## config.mk

```make
export PLATFORM = sky130hd
export DESIGN_NAME = clk_out_gater
export DESIGN_NICKNAME = d
export VERILOG_FILES = /design/src/rtl/gclk_pkg.sv /design/src/rtl/gclk_oe_sync.sv /design/src/rtl/gclk_bank_gate.sv /design/src/rtl/clk_out_gater.sv
export SDC_FILE = /design/constraint.sdc
export NUM_CORES = 1
export LEC_CHECK = 0
export CORE_MARGIN = 2
export CORE_UTILIZATION = 34
export CTS_CLUSTER_DIAMETER = 120
export DETAILED_ROUTE_END_ITERATION = 7
export PLACE_DENSITY = 0.81
export SYNTH_ARGS = -nofsm -noshare
export SYNTH_HDL_FRONTEND = slang
export SYNTH_SLANG_ARGS = --single-unit
```

## constraint.sdc

```tcl
create_clock -name clk -period 1.45 [get_ports clk]
set_input_delay 0.2175 -clock clk [delete_from_list [all_inputs] [get_ports clk]]
set_output_delay 0.2175 -clock clk [all_outputs]
set_load 0.1 [all_outputs]
```

## src/rtl/gclk_pkg.sv

```systemverilog
package gclk_pkg;

  typedef enum logic [1:0] {
    TL_LOW   = 2'b00,
    TL_MID   = 2'b01,
    TL_HIGH  = 2'b10,
    TL_FLOAT = 2'b11
  } tri_lvl_e;

  localparam int SEL_W = 4;

  function automatic logic tl_is_low(input logic [1:0] v);
    return v == TL_LOW;
  endfunction

  function automatic logic tl_is_mid(input logic [1:0] v);
    return (v == TL_MID) || (v == TL_FLOAT);
  endfunction

  function automatic logic sel_is_ll(input logic [SEL_W-1:0] s);
    return s == {TL_LOW, TL_LOW};
  endfunction

  function automatic logic sel_is_hh(input logic [SEL_W-1:0] s);
    return s == {TL_HIGH, TL_HIGH};
  endfunction

endpackage

```

## src/rtl/gclk_oe_sync.sv

```systemverilog
module gclk_oe_sync #(
  parameter int STAGES = 2
) (
  input  logic clk,
  input  logic rst_n,
  input  logic oe_n_i,
  output logic oe_off_o,
  output logic ready_o
);
  localparam int CW = $clog2(STAGES + 1);
  localparam logic [CW-1:0] FULL = CW'(STAGES);

  logic [STAGES-1:0] chain_q, chain_n;
  logic [CW-1:0]     fill_q, fill_n;
  logic              fill_en;

  always_comb begin
    chain_n = {chain_q[STAGES-2:0], oe_n_i};
    fill_en = (fill_q != FULL);
    fill_n  = fill_q + 1'b1;
  end

  always_ff @(posedge clk or negedge rst_n) begin
    if (!rst_n) begin
      chain_q <= '1;
      fill_q  <= '0;
    end else begin
      chain_q <= chain_n;
      if (fill_en) fill_q <= fill_n;
    end
  end

  assign oe_off_o = chain_q[STAGES-1];
  assign ready_o  = (fill_q == FULL);


  ready_stays_chk: assert property (@(posedge clk) disable iff (!rst_n)
    ready_o |=> ready_o);


  sync_entry_chk: assert property (@(posedge clk) disable iff (!rst_n)
    (fill_q != '0) |-> chain_q[0] == $past(oe_n_i));

endmodule

```

## src/rtl/gclk_bank_gate.sv

```systemverilog
module gclk_bank_gate
  import gclk_pkg::*;
#(
  parameter int OPB     = 2,
  parameter bit INV_CAP = 1'b0,
  parameter bit IS_FREE = 1'b0
) (
  input  logic             clk,
  input  logic             rst_n,
  input  logic             lvl_i,
  input  logic [SEL_W-1:0] sel_i,
  input  logic [1:0]       pol_i,
  input  logic [1:0]       test_i,
  input  logic             oe_off_i,
  input  logic             ready_i,
  output logic [OPB-1:0]   q_o,
  output logic             held_o
);
  logic inv_mode, idle_w, test_mode, want_hold, at_idle;
  logic held_q, held_n;
  logic q_q, q_n;

  always_comb begin
    inv_mode  = INV_CAP && sel_is_hh(sel_i);
    idle_w    = inv_mode && !tl_is_low(pol_i);
    test_mode = tl_is_mid(test_i);
    if (test_mode) want_hold = !ready_i || (oe_off_i && sel_is_ll(sel_i));
    else           want_hold = !ready_i || (oe_off_i && !IS_FREE);
    at_idle   = (lvl_i == idle_w);
    held_n    = at_idle ? want_hold : held_q;
    q_n       = held_n ? idle_w : lvl_i;
  end

  always_ff @(posedge clk or negedge rst_n) begin
    if (!rst_n) begin
      held_q <= 1'b1;
      q_q    <= 1'b0;
    end else begin
      held_q <= held_n;
      q_q    <= q_n;
    end
  end

  assign q_o    = {OPB{q_q}};
  assign held_o = held_q;


  no_runt_chk: assert property (@(posedge clk) disable iff (!rst_n)
    ready_i && (held_q != $past(held_q)) |-> $past(lvl_i) == $past(idle_w));


  held_level_chk: assert property (@(posedge clk) disable iff (!rst_n)
    ready_i && held_q |-> q_q == $past(idle_w));


  ll_disable_chk: assert property (@(posedge clk) disable iff (!rst_n)
    ready_i && tl_is_mid(test_i) && oe_off_i && sel_is_ll(sel_i) && held_q |=> held_q);


  free_run_chk: assert property (@(posedge clk) disable iff (!rst_n)
    IS_FREE && ready_i && !tl_is_mid(test_i) && !held_q |=> !held_q);

endmodule

```

## src/rtl/clk_out_gater.sv

```systemverilog
module clk_out_gater
  import gclk_pkg::*;
#(
  parameter int NB            = 4,
  parameter int OUTS_PER_BANK = 2,
  parameter int SYNC_STAGES   = 2,
  parameter int FREE_BANK     = 1,
  parameter int INV_BANK      = 3
) (
  input  logic                    clk,
  input  logic                    rst_n,
  input  logic                    oe_n_i,
  input  logic [1:0]              test_i,
  input  logic [1:0]              pol_i,
  input  logic [NB*SEL_W-1:0]     sel_i,
  input  logic [NB-1:0]           bank_clk_i,
  output logic [NB*OUTS_PER_BANK-1:0] q_o,
  output logic [NB-1:0]           held_o
);
  logic oe_off, ready;

  gclk_oe_sync #(.STAGES(SYNC_STAGES)) u_sync (
    .clk      (clk),
    .rst_n    (rst_n),
    .oe_n_i   (oe_n_i),
    .oe_off_o (oe_off),
    .ready_o  (ready)
  );

  for (genvar b = 0; b < NB; b++) begin : g_bank
    gclk_bank_gate #(
      .OPB     (OUTS_PER_BANK),
      .INV_CAP (b == INV_BANK),
      .IS_FREE (b == FREE_BANK)
    ) u_gate (
      .clk      (clk),
      .rst_n    (rst_n),
      .lvl_i    (bank_clk_i[b]),
      .sel_i    (sel_i[b*SEL_W +: SEL_W]),
      .pol_i    (pol_i),
      .test_i   (test_i),
      .oe_off_i (oe_off),
      .ready_i  (ready),
      .q_o      (q_o[b*OUTS_PER_BANK +: OUTS_PER_BANK]),
      .held_o   (held_o[b])
    );
  end


  fill_hold_chk: assert property (@(posedge clk) disable iff (!rst_n)
    !ready |-> held_o == '1);


  test_run_chk: assert property (@(posedge clk) disable iff (!rst_n)
    ready && tl_is_mid(test_i) && !oe_off && (held_o == '0) |=> held_o == '0);

endmodule

```

==> flow_summary.ini, run 1 <==
[outcome]
status = finished, final reports clean

[worst_setup_path]
critical_path.endpoint_type = flop
crit_arrival_ns = 1.51
cp_slowest_cell = clkdlybuf4s50_1
cp_max_fo = 2
path_buf_inv = 1
cp-start-kind = input pin
setup.worst_path.class = in2reg
path_cells = clkdlybuf4s50_1 -> nand2_1 -> nor4_2 -> xnor2_1 -> mux2_4
critical_path_required_ns = 1.65
slowest_delay_ns = 0.47
crit_family = buffers and inverters

[drt]
wl_met2_um = 724
detail_route.wl_per_cell_um = 13.45
first_pass_iters = 2
drt_iter0_markers = 3
ant_nets = 0
vias = 490
wl_met3_um = 157
drt-total-wl_mm = 1.358
top_layer = met4
avgViaCountPerCell = 4.851
drt-met1-wl_um = 437
drc = 0

[layout]
stdcell_area_sq_um = 1067
finalCoreUtilization = 0.6319
layout-drive-gt1-share = 0.3214
area_growth_pct = 78.45
antenna_cells = 0
nets = 113

[global_route]
grt_pass1_vias = 528
antenna_found_initial = 0
grt_first_pass_wirelength_mm = 2.042
grt_max_degree = 13
grt_util_all_layers = 0.1413
overflow = 0

[sta]
rsz0062_at_grt = no
finalHoldViolations = 0
finalCritPeriodShare = 0.9100
setup_ws_ns = 0.1305
slew_headroom = 0.6548
slew_viol_final = 0
clock.fmax_mhz = 757.8
setup_viol = 0
final.min_clock_period_ns = 1.320
final.setup_skew_ns = 0.005028
worstMarginPinSlew_ns = 0.5162

[logic_synthesis]
yosysUniqueCellTypes = 19
yosysSeqAreaShare = 0.5146
synth_flop_cell = dfstp_2
synth_edf_count = 0
synth_seq_cells = 12
synth_fp_nets = 82
synthCells = 54
syn_area_sq_um = 598.1
synthArstFlopShare = 1.000
syn_avg_cell_area_sq_um = 11.08
ys.warnings.count = 0

[pwr]
ir_worst_vdd_v = 0.0005117
finalPower_mw = 1.111
leakage_nw = 0.4597
p_per_area_nw_per_um2 = 1041

[run]
cap_violations = 0

[cts]
cts_buffers = 3
cts_root_buffer = clkbuf_4
cts_resized = 0
cts_tree = yes
post-cts-setup-buffers = 0
clkSinkCount = 12
hold_buffers = 0
cts.htree.levels = 1
clock_latency_ns = 0.27
path_clk_slew_ns = 0.08
cts_buffer_depth = 2

[die]
start_util = 0.3541
core_area_sq_um = 1689
num_io_pins = 39
dieWidth_um = 45.94
die_height_um = 45.94
dieArea_sq_um = 2110
rows = 15

[placement]
place_congestion = 0.7869
dpl-instance-area_sq_um = 1031
io_buffers = 37
dpl.hpwl_mm = 1.178
dp_slack_ns = -0.1633

[worst_hold_path]
hp-class = in2async
[sequential cells by signal (all words and copies together) (netlist names)]
register and cells:
g_bank.u_gate.q_q 4, u_sync.fill_q 2, g_bank.u_gate.held_o 4, u_sync.chain_q 2
[final timing paths]
kind	start	end	slack (ns)	cells past startpoint
worst min register to register	u_sync.chain_q[0]	u_sync.chain_q[1]	0.36	0
worst max register to register	u_sync.fill_q[0]	g_bank[3].u_gate.held_o	0.28	5
worst max-delay path	sel_i[13]	g_bank[3].u_gate.held_o	0.13	5
worst min-delay path	rst_n	g_bank[1].u_gate.q_q	0.29	1
min in group clk	oe_n_i	u_sync.chain_q[0]	0.35	1
max in group asynchronous	rst_n	g_bank[3].u_gate.held_o	0.80	1
[stage by stage]
step	std cells	hold WS [ns]	setup TNS [ns]
detailed placement	97	0.3525	-0.1633
global route	101	0.3256	0
CTS	101	0.3091	0
global placement	97	0.3458	-0.1504
floorplan	54	-0.07809	0
finish	101	0.2868	0
[synth_stat cells (all sizes together), types with 2 or more instances]
cell / instances / area [sq um]
a31oi: 4 / 25.02
buf: 12 / 90.09
dfrtp: 6 / 150.1
dfstp: 6 / 157.7
inv: 5 / 18.77
mux2: 2 / 26.27
nand2: 3 / 11.26
nor2: 4 / 15.01
o41ai: 2 / 17.52
xnor2: 2 / 17.52
[power breakdown]
part	switching (mW)	leakage (nW)	internal, mW
Combinational	0.260	0.303	0.189
Sequential	0.0295	0.136	0.368
Clock	0.112	0.0210	0.152
[final cells by class]
class,instances,area [sq um]
inverters,5,18.77
well taps,17,21.27
clock buffers,4,36.28
repair buffers,39,505.5
flip-flops and latches,12,307.8
fillers,135,621.8
multi-input cells,24,177.7
[per-layer routing]
| layer | up-vias | track usage |
|---|---|---|
| met5 | - | 0 |
| met4 | 0 | 0.08571 |
| met3 | 4 | 0.05952 |
| met2 | 31 | 0.2722 |
| met1 | 225 | 0.1125 |
| li1 | 230 | - |
[layout by cell type (no fill, tap or decap), drive strengths merged, types with 2 or more instances in the layout]
master / count
nor2: 4
a31oi: 4
dfstp: 6
mux2: 2
inv: 5
clkdlybuf4s50: 25
xnor2: 2
dfrtp: 6
o41ai: 2
buf: 14
clkbuf: 4
nand2: 3
[logic make-up (layout without fill, tap and decap cells)]
kind of cell	count (synthesis)	count (layout)	share of synthesized area
muxes	3	3	0.06066
and+or+nand+nor	12	12	0.1151
DFF	12	12	0.5146
AOI/OAI and AO/OA	6	6	0.07113
xor gates and xnor gates	2	2	0.02929
buffers and inverters	18	48	0.1883
adders and majority gates	1	1	0.02092
Power figures use the tool's default switching activity.
==> inputs of run 2 (changes only) <==
--- a/config.mk
+++ b/config.mk
@@ -9,6 +9,7 @@
 export CORE_UTILIZATION = 34
 export CTS_CLUSTER_DIAMETER = 120
 export DETAILED_ROUTE_END_ITERATION = 7
+export HOLD_SLACK_MARGIN = 0.03
 export PLACE_DENSITY = 0.81
 export SYNTH_ARGS = -nofsm -noshare
 export SYNTH_HDL_FRONTEND = slang
==> results of run 2 <==
No change in the layout: final DEF, timing and power equal those of run 1.
==> inputs of run 3 (changes only) <==
--- a/config.mk
+++ b/config.mk
@@ -5,11 +5,11 @@
 export SDC_FILE = /design/constraint.sdc
 export NUM_CORES = 1
 export LEC_CHECK = 0
-export CORE_MARGIN = 2
+export CORE_MARGIN = 3
 export CORE_UTILIZATION = 34
 export CTS_CLUSTER_DIAMETER = 120
 export DETAILED_ROUTE_END_ITERATION = 7
-export HOLD_SLACK_MARGIN = 0.03
+export HOLD_SLACK_MARGIN = 0.05
 export PLACE_DENSITY = 0.81
 export SYNTH_ARGS = -nofsm -noshare
 export SYNTH_HDL_FRONTEND = slang
==> run 3 against run 2 <==
Combinational power about the same. Core utilization up 4.4 points. Non-clock buffer count did not move.
==> flow_summary.ini, run 3 (synthesis gave the netlist of run 1 again) <==
[placement]
io_buffers = 37
place_congestion = 0.6673
dp_slack_ns = -0.2010
dpl.hpwl_mm = 1.215

[pwr]
leakage_nw = 0.4597
p_per_area_nw_per_um2 = 1042
finalPower_mw = 1.111
ir_worst_vdd_v = 0.0005980

[worst_setup_path]
critical_path_required_ns = 1.67
setup.worst_path.class = in2reg
cp-start-kind = input pin
cp_max_fo = 2
crit_arrival_ns = 1.59
critical_path.endpoint_type = flop

[global_route]
grt_pass1_vias = 487
grt_max_degree = 13
antenna_found_initial = 0
grt_util_all_layers = 0.1338
grt_first_pass_wirelength_mm = 1.987
overflow = 0

[layout]
multi_input_area_sq_um = 177.7
most-common-layout-cells = 25 x clkdlybuf4s50_1, 12 x buf_12, 6 x dfstp_2, 6 x dfrtp_1, 5 x inv_1
nets = 113
layout-drive-gt1-share = 0.3214
seq_area_sq_um = 307.8
antenna_cells = 0
fillerInstances = 117
layout_commonest_cell = clkdlybuf4s50_1
area_growth_pct = 78.24

[sta]
finalHoldViolations = 0
slew_viol_final = 0
hold_ws_ns = 0.2812
worstMarginPinSlew_ns = 0.5137
slew_headroom = 0.6565
setup_viol = 0
setup_ws_ns = 0.08416
final.min_clock_period_ns = 1.366
clock.fmax_mhz = 732.2
tns_ns = 0
rsz0062_at_grt = no
finalCritPeriodShare = 0.9420
final.setup_skew_ns = 0.0006466

[die]
rows = 14
die_height_um = 47.94
dieWidth_um = 47.94
start_util = 0.3794
core_area_sq_um = 1577
num_io_pins = 39
dieArea_sq_um = 2298

[cts]
clock_latency_ns = 0.27
cts_resized = 0
cts_buffers = 3
hold_buffers = 0
path_clk_slew_ns = 0.07
cts_root_buffer = clkbuf_4
cts_tree = yes
clkSinkCount = 12
post-cts-setup-buffers = 0
cts_buffer_depth = 2
cts.htree.levels = 1

[worst_hold_path]
hp-class = in2async

[run]
cap_violations = 0

[drt]
vias = 505
drt-total-wl_mm = 1.386
drt_iter0_markers = 3
drc = 0
first_pass_iters = 2
ant_nets = 0
detail_route.wl_per_cell_um = 13.86
avgViaCountPerCell = 5.050

[outcome]
status = finished, final reports clean
[run 3: cell counts in the layout (fill, tap and decap cells not counted)]
No cell type changed its count.
[run 3: power breakdown]
part | switching, mW | internal, mW | total (mW)
Clock | 0.110 | 0.153 | 0.263
Combinational | 0.261 | 0.189 | 0.450
Sequential | 0.0299 | 0.368 | 0.398
Total | 0.402 | 0.709 | 1.11
[run 3: stage by stage]
stage,instances,instance area (sq um),util
finish,100,1066,0.6762
global route,100,1066,0.6762
CTS,100,1066,0.6762
detailed placement,96,1030,0.6532
global placement,96,1030,0.6532
floorplan,54,598.1,-
[run 3: worst paths after layout]
kind / startpoint / end / slack [ns] / depth (start not counted)
max in group asynchronous: rst_n / g_bank[0].u_gate.held_o / 0.81 / 1
hold / removal: rst_n / g_bank[2].u_gate.q_q / 0.28 / 1
hold reg to reg: u_sync.chain_q[0] / u_sync.chain_q[1] / 0.36 / 0
min in group clk: oe_n_i / u_sync.chain_q[0] / 0.34 / 1
setup / recovery: sel_i[12] / g_bank[3].u_gate.held_o / 0.08 / 4
setup reg to reg: u_sync.fill_q[0] / g_bank[3].u_gate.held_o / 0.23 / 5
[run 3: cell type report]
| type | count | area share |
|---|---|---|
| tap | 16 | 0.01878 |
| clock buffer | 4 | 0.03404 |
| multi-input combinational | 24 | 0.1667 |
| timing repair buffer | 39 | 0.4742 |
| inverter | 5 | 0.01761 |
| sequential | 12 | 0.2887 |
[run 3: per-layer routing]
layer  vias up  GRT usage  wire length [um]
li1        231          -                 -
met1       226     0.1098               453
met2        39     0.2375               649
met3         9    0.07519               228
met4         0    0.09140                54
met5         -          0                 0
[run 3: worst max-delay path, cell delays in order]
cell             delay [ns]
clkdlybuf4s50_1        0.42
or4_1                  0.54
a31oi_1                0.23
mux2_4                 0.18
